[src/rtl/pid_remap_pkg.sv]
package pid_remap_pkg;
  localparam int ADDR_W_DEF  = 32;
  localparam int TAG_W_DEF   = 7;
  localparam int CRN_W_DEF   = 4;
  localparam int CRM_W_DEF   = 4;
  localparam int OP2_W_DEF   = 3;
  localparam int SEL_CRN_DEF = 13;
  localparam int SEL_CRM_DEF = 0;
  localparam int SEL_OP2_DEF = 0;

  typedef enum int {
    PATH_IFETCH = 0,
    PATH_DATA   = 1,
    PATH_BTB    = 2
  } path_e;

  localparam int NPATH = 3;
endpackage

[src/rtl/pid_cp_decode.sv]
module pid_cp_decode #(
  parameter int CRN_W   = 4,
  parameter int CRM_W   = 4,
  parameter int OP2_W   = 3,
  parameter int SEL_CRN = 13,
  parameter int SEL_CRM = 0,
  parameter int SEL_OP2 = 0
) (
  input  logic             wr_en,
  input  logic             rd_en,
  input  logic [CRN_W-1:0] crn,
  input  logic [CRM_W-1:0] crm,
  input  logic [OP2_W-1:0] op2,
  output logic             wr_hit,
  output logic             rd_hit
);
  logic sel;

  always_comb begin
    sel    = (crn == CRN_W'(SEL_CRN)) && (crm == CRM_W'(SEL_CRM)) && (op2 == OP2_W'(SEL_OP2));
    wr_hit = wr_en && sel;
    rd_hit = rd_en && sel;
  end
endmodule

[src/rtl/pid_tag_reg.sv]
module pid_tag_reg #(
  parameter int ADDR_W = 32,
  parameter int TAG_W  = 7
) (
  input  logic              clk,
  input  logic              rst,
  input  logic              wr_hit,
  input  logic              rd_hit,
  input  logic [TAG_W-1:0]  wtag,
  output logic [TAG_W-1:0]  tag_q,
  output logic [ADDR_W-1:0] rdata,
  output logic              flush
);
  localparam int LOW_W = ADDR_W - TAG_W;

  always_ff @(posedge clk) begin
    if (rst) begin
      tag_q <= '0;
      rdata <= '0;
      flush <= 1'b0;
    end else begin
      flush <= wr_hit;
      rdata <= rd_hit ? {tag_q, {LOW_W{1'b0}}} : '0;
      if (wr_hit) tag_q <= wtag;
    end
  end
endmodule

[src/rtl/pid_addr_remap.sv]
module pid_addr_remap #(
  parameter int ADDR_W = 32,
  parameter int TAG_W  = 7
) (
  input  logic              clk,
  input  logic [ADDR_W-1:0] va,
  input  logic [TAG_W-1:0]  tag,
  output logic [ADDR_W-1:0] mva
);
  localparam int LOW_W = ADDR_W - TAG_W;

  logic [TAG_W-1:0]  top;
  logic [ADDR_W-1:0] nxt;

  always_comb begin
    top = va[ADDR_W-1 -: TAG_W];
    nxt = (top == '0) ? {top | tag, va[LOW_W-1:0]} : va;
  end

  always_ff @(posedge clk) mva <= nxt;
endmodule

[src/rtl/pid_remap_unit.sv]
module pid_remap_unit
  import pid_remap_pkg::*;
#(
  parameter int ADDR_W  = ADDR_W_DEF,
  parameter int TAG_W   = TAG_W_DEF,
  parameter int CRN_W   = CRN_W_DEF,
  parameter int CRM_W   = CRM_W_DEF,
  parameter int OP2_W   = OP2_W_DEF,
  parameter int SEL_CRN = SEL_CRN_DEF,
  parameter int SEL_CRM = SEL_CRM_DEF,
  parameter int SEL_OP2 = SEL_OP2_DEF
) (
  input  logic              clk,
  input  logic              rst,
  input  logic              cp_wr,
  input  logic              cp_rd,
  input  logic [CRN_W-1:0]  cp_crn,
  input  logic [CRM_W-1:0]  cp_crm,
  input  logic [OP2_W-1:0]  cp_op2,
  input  logic [ADDR_W-1:0] cp_wdata,
  output logic [ADDR_W-1:0] cp_rdata,
  input  logic [ADDR_W-1:0] ifetch_va,
  output logic [ADDR_W-1:0] ifetch_mva,
  input  logic [ADDR_W-1:0] data_va,
  output logic [ADDR_W-1:0] data_mva,
  input  logic [ADDR_W-1:0] btb_va,
  output logic [ADDR_W-1:0] btb_addr,
  output logic              btb_flush
);
  localparam int LOW_W = ADDR_W - TAG_W;

  logic              wr_hit, rd_hit;
  logic [TAG_W-1:0]  tag_q;
  logic [ADDR_W-1:0] va_arr  [NPATH];
  logic [ADDR_W-1:0] mva_arr [NPATH];
  logic              unused_wlow;

  assign unused_wlow = ^cp_wdata[LOW_W-1:0];

  pid_cp_decode #(
    .CRN_W(CRN_W), .CRM_W(CRM_W), .OP2_W(OP2_W),
    .SEL_CRN(SEL_CRN), .SEL_CRM(SEL_CRM), .SEL_OP2(SEL_OP2)
  ) u_dec (
    .wr_en(cp_wr), .rd_en(cp_rd), .crn(cp_crn), .crm(cp_crm), .op2(cp_op2),
    .wr_hit(wr_hit), .rd_hit(rd_hit)
  );

  pid_tag_reg #(.ADDR_W(ADDR_W), .TAG_W(TAG_W)) u_reg (
    .clk(clk), .rst(rst), .wr_hit(wr_hit), .rd_hit(rd_hit),
    .wtag(cp_wdata[ADDR_W-1 -: TAG_W]),
    .tag_q(tag_q), .rdata(cp_rdata), .flush(btb_flush)
  );

  assign va_arr[PATH_IFETCH] = ifetch_va;
  assign va_arr[PATH_DATA]   = data_va;
  assign va_arr[PATH_BTB]    = btb_va;

  for (genvar i = 0; i < NPATH; i++) begin : g_path
    localparam bit HONOR_TAG = (i != PATH_BTB);
    logic [TAG_W-1:0] tag_sel;
    assign tag_sel = HONOR_TAG ? tag_q : '0;
    pid_addr_remap #(.ADDR_W(ADDR_W), .TAG_W(TAG_W)) u_map (
      .clk(clk), .va(va_arr[i]), .tag(tag_sel), .mva(mva_arr[i])
    );
  end

  assign ifetch_mva = mva_arr[PATH_IFETCH];
  assign data_mva   = mva_arr[PATH_DATA];
  assign btb_addr   = mva_arr[PATH_BTB];
endmodule

[config.mk]
export PLATFORM = sky130hd
export DESIGN_NAME = pid_remap_unit
export DESIGN_NICKNAME = d
export VERILOG_FILES = /design/src/rtl/pid_remap_pkg.sv /design/src/rtl/pid_cp_decode.sv /design/src/rtl/pid_tag_reg.sv /design/src/rtl/pid_addr_remap.sv /design/src/rtl/pid_remap_unit.sv
export SDC_FILE = /design/constraint.sdc
export NUM_CORES = 1
export LEC_CHECK = 0
export BUFFER_PORTS_ARGS = -buffer_cell sky130_fd_sc_hd__clkbuf_2
export CAP_MARGIN = 20
export CORE_AREA = 3 3 105 107
export DETAILED_ROUTE_END_ITERATION = 10
export DIE_AREA = 0 0 108 110
export GPL_ROUTABILITY_DRIVEN = 0
export PLACE_DENSITY_LB_ADDON = 0.2
export SLEW_MARGIN = 20
export SYNTH_ARGS = -nofsm -noshare
export SYNTH_HDL_FRONTEND = slang
export SYNTH_SLANG_ARGS = --single-unit
export TNS_END_PERCENT = 100
[constraint.sdc]
create_clock -name clk -period 2.04 [get_ports clk]
set_input_delay 0.204 -clock clk [delete_from_list [all_inputs] [get_ports clk]]
set_output_delay 0.204 -clock clk [all_outputs]
set_load 0.02 [all_outputs]
==> results of run 1 <==
[synthesized netlist by cell type (all sizes together)]
cell type	count
nor4	3
or3	1
and2	1
nand2b	14
clkbuf	1
mux2i	7
nor2	4
nand4b	1
nand2	2
conb	1
a21o	8
buf	26
a31o	2
o21bai	2
o41ai	2
or4	4
inv	5
dfxtp	111
and3	7
[where the power goes]
part | internal (W) | switching, W
combinational | 0.000262 | 0.000287
clock | 0.000478 | 0.000779
sequential | 0.00227 | 0.0000266
total | 0.00301 | 0.00109
[through the flow]
step / area [um2] / worst slack, ns / utilization
floorplan: 2950 / 0.433 / -
global placement: 4040 / 0.336 / 0.395
detailed placement: 4040 / 0.333 / 0.395
CTS: 5060 / 0.355 / 0.494
global route: 5060 / 0.247 / 0.494
finish: 5060 / 0.351 / 0.494
[cell type report]
class / count / area share
flip-flops and latches: 111 / 0.439
repair buffers: 306 / 0.386
multi-input cells: 83 / 0.100
well taps: 136 / 0.0336
clock buffers: 10 / 0.0252
clock inverters: 6 / 0.0121
inverters: 5 / 0.00371
[registers in the layout (all words and copies together) (netlist names)]
name	cells
g_path.u_map.mva	96
u_reg.rdata	7
u_reg.tag_q	7
u_reg.flush	1
[how the worst max path moves through the flow]
stage	startpoint	endpoint	cells past startpoint
5_1_grt	ifetch_va[31]	g_path[0].u_map.mva[27]	5
3_5_place_dp	cp_crm[2]	u_reg.tag_q[1]	4
3_3_place_gp	cp_crm[2]	u_reg.tag_q[0]	4
2_1_floorplan	cp_crm[2]	u_reg.tag_q[0]	4
4_1_cts	ifetch_va[31]	g_path[0].u_map.mva[27]	5
6_report	ifetch_va[31]	g_path[0].u_map.mva[27]	5
[layer usage]
layer / vias to the layer above / track usage
li1: 1237 / -
met1: 1129 / 0.143
met2: 136 / 0.266
met3: 8 / 0.0559
met4: 0 / 0.0478
met5: - / 0
[critical path: cells and delay by family]
family / cells / cell delay, ns
and+or+nand+nor: 2 / 0.93
buffers and inverters: 2 / 0.65
AOI/OAI and AO/OA: 1 / 0.20
[cells by family after synthesis]
group,share of synthesized area
flops,0.777
other cells,0.00131
simple gates,0.0810
mux,0.0245
buf+inv,0.0775
compound gates,0.0385
==> impl_results.md, run 1 <==
* Outcome: finished clean
* DR pass1 iterations at 4
* Slew headroom at 0.627
* Worst VDD drop at 322 uV
* Worst clock skew at 0.00414 ns
* Yosys top cell area share at 0.777
* Commonest non-fill, non-tap cell in the layout: clkbuf_2
* Most frequent cells in the layout: clkbuf_2 (221), dfxtp_1 (111), dlygate4sd3_1 (83)
* Yosys warnings at 0
* Setup bufs post-CTS at 0
* Power Density at 811 nW/um2
* Post-CTS sizing at 0
* Max-slew violations at 0
* Max Fanout on Critical Path at 4
* # DRC at 0
* Setup-failing EPs final at 0
* Peak Freq at approximately 590 MHz
* Worst Min Path Start: ifetch_va[28]
* Worst hold margin at 0.0335 ns
* Post-DR wirelength/cell at 13.7 um
* Max layer used: met4
* Total congestion overflow at 0
* Hold Vio Cnt, Final at 0
* Hold EP: g_path[0].u_map.mva[28]
* FP Rows at 37
* Worst Reg-to-Reg Cells at 2
* RR Endpoint: g_path[1].u_map.mva[28]
* Largest cells by area after synthesis: dfxtp_1 (78%), buf_4 (6.6%), nand2b_1 (3.1%)
* Cells after DPL at 558
* Critical Path Source Type: input port
* Synth cell types at 21
* Die Height at 110 um
* Area growth syn-to-layout at 76.9%
* Cells after synthesis at 202
* Worst-skew pair later-pin latency at 0.35 ns
* Die W at roughly 110 um
* Gr usage total at 0.142
* Largest net degree at the start of global routing at 21
* Global-route wire length before repair at 12.7 mm
* CP Capture Type: register
* Via density per instance at 3.82
* Initial antenna violation count at 0
* Synth area leader: dfxtp_1
* Multi-input gate area at 505 um2
* Tightest Pin Transition at 0.554 ns
* Reg2reg setup slack at 1.03 ns
* Cells on Worst Hold Path at 2
* #FFs+latches synth at 111
* CP peak stage delay at 0.54 ns
* DRT iter0 DRCs at 76
* H-tree Lvls at 3
* Hold_buf cts at 83
* Met2 WL post-DR at a little under 5 mm
* Worst Path Required at 2.34 ns
* IO buf count at 221
* Number of diodes at 0
* Starting Density at 0.279
* RSZ-0062 raised after global routing: no
* DRT antenna net count at 0
* FF-to-FF Start: u_reg.tag_q[3]
* Final period utilization at 0.828
* Sink Count at 111
* TritonCTS clock tree: done
* CTS Root Cell: clkbuf_8
* Fillers at 935
* Final Non-Filler Cells at 657
* Total core area at 10200 um2
* Clock transition at path regs at 0.10 ns
* Netlist Area Pre-Place at 2860 um2
* Total Power at 0.00410 W
* Layout Nets at 659
* Worst Setup Path Type: in2reg
* Area taken by flip-flops and latches at 2220 um2
* P_leak at 2.63 nW
* Io pins at between 200 and 300
* Sum Neg Setup Slack at 0 ns
* Clock Tree Buf Depth at 2
* Layout cells sized above 1 at 0.464
* Slowest stage cell on the critical path: dlygate4sd3_1
* TritonCTS Buffers at 9
* M1 WL at 3.10 mm
* Via count at 2510
* Routed wl met3 at 920 um
* Crit-path cells: dlygate4sd3_1, clkbuf_2, or4_1, nor4_1, a21o_1
* Vias in the first global route at 2502
* Syn avg cell area at 14.2 um2
* CP arrival at 1.99 ns
* Sequential fraction of the synthesis area at 0.777
* Routed WL at 8.98 mm
* Min-Delay Path Class: in2reg
* Fin crit period at 1.69 ns
* Final HPWL DP at 6.30 mm
* Total Die Area at 11900 um2
* Max-cap violations at 0
(Power assumes the default switching activity.)
==> run 2, diff against run 1 <==
Clock period 2.04 ns to 1.55 ns, I/O delays scaled along.
==> impl_results.md, run 2 (synthesis gave the netlist of run 1 again) <==
* Outcome: finished clean (unchanged)
* Hold EP: u_reg.tag_q[2] (was g_path[0].u_map.mva[28])
* DRT iter0 DRCs at 79 (was 76)
* Worst Path Required at 1.87 ns (was 2.34 ns)
* RR Endpoint: g_path[1].u_map.mva[28] (unchanged)
* Global-route wire length before repair at 13.2 mm (was 12.7 mm)
* Via count at 2549 (was 2510)
* Cells on Worst Hold Path at 3 (was 2)
* Setup bufs post-CTS at 0 (unchanged)
* Worst Min Path Start: cp_wdata[27] (was ifetch_va[28])
* Routed WL at 9.27 mm (was 8.98 mm)
* CP bufs+invs at 3 (was 2)
* Max-cap violations at 0 (unchanged)
* RSZ-0062 raised after global routing: no (unchanged)
* Most frequent cells in the layout: clkbuf_2 (221), dfxtp_1 (111), dlygate4sd3_1 (92) (was clkbuf_2 (221), dfxtp_1 (111), dlygate4sd3_1 (83))
* Peak Freq at roughly 670 MHz
* Worst Setup Path Type: in2reg (unchanged)
* CTS Root Cell: clkbuf_8 (unchanged)
* Largest net degree at the start of global routing at 23 (was 21)
* H-tree Lvls at 3 (unchanged)
* Max-slew violations at 0 (unchanged)
* Top reg by flops: g_path.u_map.mva (unchanged)
* Setup-failing EPs final at 0 (unchanged)
* Worst Reg-to-Reg Cells at 2 (unchanged)
* Final Util at 0.508 (was 0.494)
* Area growth syn-to-layout at 81.7% (was 76.9%)
* CP peak stage delay at 0.56 ns (was 0.54 ns)
* FP Rows at 37 (unchanged)
* Power Density at 1050 nW/um2 (was 811 nW/um2)
* Slowest stage cell on the critical path: or4_4 (was dlygate4sd3_1)
* Max reg flops at 96 (unchanged)
* Final Non-Filler Cells at 667 (was 657)
* # DRC at 0 (unchanged)
* Hold Vio Cnt, Final at 0 (unchanged)
* Max Fanout on Critical Path at 4 (unchanged)
* Die Height at 110 um (unchanged)
* Number of diodes at 0 (unchanged)
* Vias in the first global route at 2606 (was 2502)
* FF-to-FF Start: u_reg.tag_q[3] (unchanged)
* Sink Count at 111 (unchanged)
* Largest regs: g_path.u_map.mva (96), u_reg.rdata (7), u_reg.tag_q (7) (unchanged)
* Starting Density at 0.279 (unchanged)
* Io pins at 272 (unchanged)
* Layout Nets at 669 (was 659)
* Commonest non-fill, non-tap cell in the layout: clkbuf_2 (unchanged)
* CP Capture Type: register (unchanged)
* Cell Area, Placed at 4050 um2 (was 4040 um2)
* Via density per instance at 3.82 (about the same)
* CP Depth at 6 (was 5)
* Met2 WL post-DR at 5.02 mm (was 4.84 mm)
* Max layer used: met4 (unchanged)
* Routed wl met3 at 899 um (was 920 um)
* P_leak at 2.68 nW (was 2.63 nW)
* Worst VDD drop at 565 uV (was 322 uV)
* Worst-skew pair later-pin latency at 0.36 ns (was 0.35 ns)
* Clock transition at path regs at 0.11 ns (was 0.10 ns)
* Layout cells sized above 1 at 0.467 (was 0.464)
* Total Die Area at 11900 um2 (unchanged)
* Clock Tree Buf Depth at 2 (unchanged)
* Total congestion overflow at 0 (unchanged)
* TritonCTS Buffers at 9 (unchanged)
* Die W at 108 um (unchanged)
* Top Family by Delay on Critical Path: buffers and inverters (was simple AND/OR/NAND/NOR gates)
* Total core area at 10200 um2 (unchanged)
* Final period utilization at 0.970
* Worst clock skew at 0.00784 ns (was 0.00414 ns)
* Reg2reg setup slack at 0.57 ns (was 1.03 ns)
* Final instance area at 5190 um2 (was 5060 um2)
* CP arrival at 1.82 ns (was 1.99 ns)
* Fillers at 915 (was 935)
* Post-DR wirelength/cell at 13.9 um (was 13.7 um)
* DR pass1 iterations at 4 (unchanged)
* Crit-path cells: dlygate4sd3_1, clkbuf_2, or4_4, nor4_2, buf_4, a21o_1 (was dlygate4sd3_1, clkbuf_2, or4_1, nor4_1, a21o_1)
* Final HPWL DP at 6.39 mm (was 6.30 mm)
* Cells after DPL at 559 (was 558)
* Min-Delay Path Class: in2reg (unchanged)
* Critical Path Source Type: input port (unchanged)
* Total Power at 0.00547 W (was 0.00410 W)
* TritonCTS clock tree: done (unchanged)
* Gr usage total at 0.147 (was 0.142)
* Fin crit period at 1.50 ns
* M1 WL at 3.22 mm (was 3.10 mm)
* Initial antenna violation count at 0 (unchanged)
* DRT antenna net count at 0 (unchanged)
* IO buf count at 221 (unchanged)
==> run 2: per-stage QoR <==
step                setup slack (ns)  hold slack (ns)  setup TNS (ns)
global route                  0.0376           0.0137               0
global placement             -0.0896            0.257          -0.624
floorplan                   -0.00756            0.183         -0.0529
finish                        0.0465           0.0274               0
detailed placement            -0.112            0.259          -0.735
CTS                         0.000919          0.00819               0
==> run 2: repair_timing <==
action,4_1_cts,5_1_grt
resized for setup,0,4
hold buffers,92,0
endpoints found under the hold margin,92,0
endpoints found under the setup margin,0,8
==> run 2: power by group <==
part / switching (W) / total [W] / internal (W)
sequential: 0.0000363 / 0.00302 / 0.00298
combinational: 0.000386 / 0.000748 / 0.000361
clock: 0.00105 / 0.00170 / 0.000650
total: 0.00148 / 0.00547 / 0.00400
==> run 2: how the worst max path moves through the flow <==
stage,start,endpoint,slack [ns]
4_1_cts,ifetch_va[29],g_path[0].u_map.mva[31],0.0009
3_5_place_dp,cp_crm[2],u_reg.tag_q[4],-0.11
5_1_grt,data_va[27],g_path[1].u_map.mva[26],0.04
3_3_place_gp,cp_crm[2],u_reg.tag_q[0],-0.09
6_report,data_va[27],g_path[1].u_map.mva[27],0.05
2_1_floorplan,cp_crm[2],u_reg.tag_q[0],-0.008
==> run 2: cell type report <==
type	count	area, um2	area share
multi-input cells	83	526	0.101
inverters	5	18.8	0.00361
flip-flops and latches	111	2220	0.428
well taps	136	170	0.0328
clock inverters	7	85.1	0.0164
clock buffers	9	124	0.0238
repair buffers	316	2050	0.395
==> run 2: worst reg2reg max path: stages, from the launching register on <==
cell and delay, ns:
dfxtp_1 0.44, inv_1 0.06, o41ai_1 0.37
==> run 2: per-layer routing <==
metal,GRT usage,vias to the layer above
met1,0.142,1150
li1,-,1256
met4,0.0424,0
met5,0,-
met2,0.287,133
met3,0.0571,10
==> run 3, diff against run 2 <==
Settings changed: GPL_TIMING_DRIVEN from default to 0, MAX_ROUTING_LAYER from default to met4.
==> impl_results.md, run 3 (synthesis gave the netlist of run 1 again) <==
* Global-route wire length before repair at 13.1 mm (was 13.2 mm)
* CP bufs+invs at 4 (was 3)
* Slowest stage cell on the critical path: dlygate4sd3_1 (was or4_4)
* Outcome: finished clean (unchanged)
* Most frequent cells in the layout: clkbuf_2 (221), dfxtp_1 (111), dlygate4sd3_1 (92) (unchanged)
* RR Endpoint: g_path[1].u_map.mva[28] (unchanged)
* Sink Count at 111 (unchanged)
* Hold Vio Cnt, Final at 0 (unchanged)
* Worst VDD drop at 656 uV (was 565 uV)
* FF-to-FF Start: u_reg.tag_q[3] (unchanged)
* Max reg flops at 96 (unchanged)
* Final instance area at 5350 um2 (was 5190 um2)
* Number of diodes at 0 (unchanged)
* Top Family by Delay on Critical Path: buffers and inverters (unchanged)
* Initial antenna violation count at 0 (unchanged)
* Layout cells sized above 1 at 0.483 (was 0.467)
* Io pins at 272 (unchanged)
* Total congestion overflow at 0 (unchanged)
* CP peak stage delay at 0.52 ns (was 0.56 ns)
* Die Height at 110 um (unchanged)
* Hold EP: u_reg.tag_q[5] (was u_reg.tag_q[2])
* Routed WL at 9.17 mm (was 9.27 mm)
* Area growth syn-to-layout at 87.1% (was 81.7%)
* Layout Nets at 693 (was 669)
* Starting Density at 0.279 (unchanged)
* Worst clock skew at 0.00765 ns (was 0.00784 ns)
* Cell Area, Placed at 4230 um2 (was 4050 um2)
* Crit-path cells: dlygate4sd3_1, clkbuf_2, inv_1, or4_4, buf_6, mux2i_1 (was dlygate4sd3_1, clkbuf_2, or4_4, nor4_2, buf_4, a21o_1)
* Via count at 2624 (was 2549)
* Final HPWL DP at 6.56 mm (was 6.39 mm)
* Post-DR wirelength/cell at 13.3 um (was 13.9 um)
* Largest regs: g_path.u_map.mva (96), u_reg.rdata (7), u_reg.tag_q (7) (unchanged)
* CP Capture Type: register (unchanged)
* Worst Min Path Start: cp_wdata[30] (was cp_wdata[27])
* Power Density at 1020 nW/um2 (was 1050 nW/um2)
* DRT antenna net count at 0 (unchanged)
* Fillers at 884 (was 915)
* CTS Root Cell: clkbuf_8 (unchanged)
* Die W at 108 um (unchanged)
* Setup-failing EPs final at 0 (unchanged)
* TritonCTS clock tree: done (unchanged)
* Worst Path Required at 1.81 ns (was 1.87 ns)
* Via density per instance at 3.80 (was 3.82)
* Clock Tree Buf Depth at 2 (unchanged)
* Peak Freq at 735 MHz (was 665 MHz)
* Fin crit period at 1.36 ns (was 1.50 ns)
* Worst Setup Path Type: in2reg (unchanged)
* H-tree Lvls at 3 (unchanged)
* DR pass1 iterations at 4 (unchanged)
* P_leak at 2.80 nW (was 2.68 nW)
* Final period utilization at 0.877 (was 0.970)
* CP arrival at 1.62 ns (was 1.82 ns)
* Setup bufs post-CTS at 0 (unchanged)
* DRT iter0 DRCs at 69 (was 79)
* Reg2reg setup slack at 0.54 ns (was 0.57 ns)
* Min-Delay Path Class: in2reg (unchanged)
* # DRC at 0 (unchanged)
* Area taken by flip-flops and latches at 2220 um2 (unchanged)
* Slew headroom at 0.570
* Worst-skew pair later-pin latency at 0.36 ns (about the same)
* Total Die Area at 11900 um2 (unchanged)
* Vias in the first global route at 2687 (was 2606)
* Total core area at 10200 um2 (unchanged)
* Critical Path Source Type: input port (unchanged)
* Commonest non-fill, non-tap cell in the layout: clkbuf_2 (unchanged)
* FP Rows at 37 (unchanged)
* Gr usage total at 0.150 (was 0.147)
* Final Util at 0.523 (was 0.508)
* Clock transition at path regs at 0.11 ns (about the same)
* Largest net degree at the start of global routing at 22 (was 23)
* Top reg by flops: g_path.u_map.mva (unchanged)
* TritonCTS Buffers at 9 (unchanged)
* Max-cap violations at 0 (unchanged)
* RSZ-0062 raised after global routing: no (unchanged)
* Max Fanout on Critical Path at 7 (was 4)
* Tightest Pin Transition at roughly 0.64 ns
* Cells on Worst Hold Path at 3 (unchanged)
* Multi-input gate area at 512 um2 (was 526 um2)
* IO buf count at 221 (unchanged)
* Worst Reg-to-Reg Cells at 2 (unchanged)
* Max-slew violations at 0 (unchanged)
run 3: area by class of cell:
| cell class | instances | area share |
|---|---|---|
| clock inverters | 7 | 0.0138 |
| multi-input cells | 83 | 0.0957 |
| flip-flops and latches | 111 | 0.415 |
| well taps | 136 | 0.0318 |
| clock buffers | 9 | 0.0232 |
| repair buffers | 313 | 0.379 |
| inverters | 5 | 0.00351 |
| plain buffers | 27 | 0.0379 |
run 3: worst max-delay path by stage:
stage | startpoint | endpoint | depth (start not counted)
floorplan | cp_crm[2] | u_reg.tag_q[0] | 4
global placement | cp_crm[2] | u_reg.rdata[28] | 4
detailed placement | cp_crm[2] | u_reg.rdata[28] | 4
CTS | cp_crm[2] | u_reg.rdata[28] | 4
global route | cp_wr | u_reg.tag_q[0] | 6
finish | cp_wr | u_reg.tag_q[1] | 6
run 3: power breakdown:
part | internal, W | total (W) | leakage, nW | switching [W]
logic | 0.000402 | 0.000789 | 1.77 | 0.000387
registers | 0.00298 | 0.00302 | 0.931 | 0.0000359
clock network | 0.000634 | 0.00166 | 0.0942 | 0.00103
total | 0.00402 | 0.00547 | 2.80 | 0.00145
run 3: stage by stage:
step                setup slack (ns)  std cells  power [W]  hold slack, ns  setup TNS [ns]
finish                         0.190        691    0.00547          0.0172               0
global route                   0.146        691    0.00574         0.00940               0
CTS                            0.105        691    0.00556         0.00154               0
global placement              -0.283        583    0.00368           0.258           -3.20
detailed placement            -0.282        583    0.00368           0.259           -3.52
floorplan                   -0.00756        226    0.00339           0.183         -0.0529
run 3: worst register-to-register path, stage by stage, from the launching register on:
cell and delay (ns):
dfxtp_1 0.44, inv_1 0.06, o41ai_1 0.40
run 3: repair_timing:
| action | in CTS | in global routing |
|---|---|---|
| hold buffers | 92 | 0 |
| gates resized for setup | 0 | 1 |
| endpoints found under the setup margin | 0 | 1 |
| hold endpoints to repair | 92 | 0 |
run 3: layer usage:
layer | wire length, um | vias up | global-route usage
met5 | 0 | - | -
met4 | 224 | 0 | 0.0604
met1 | 3420 | 1157 | 0.157
li1 | - | 1306 | -
met2 | 4730 | 142 | 0.260
met3 | 799 | 19 | 0.0501
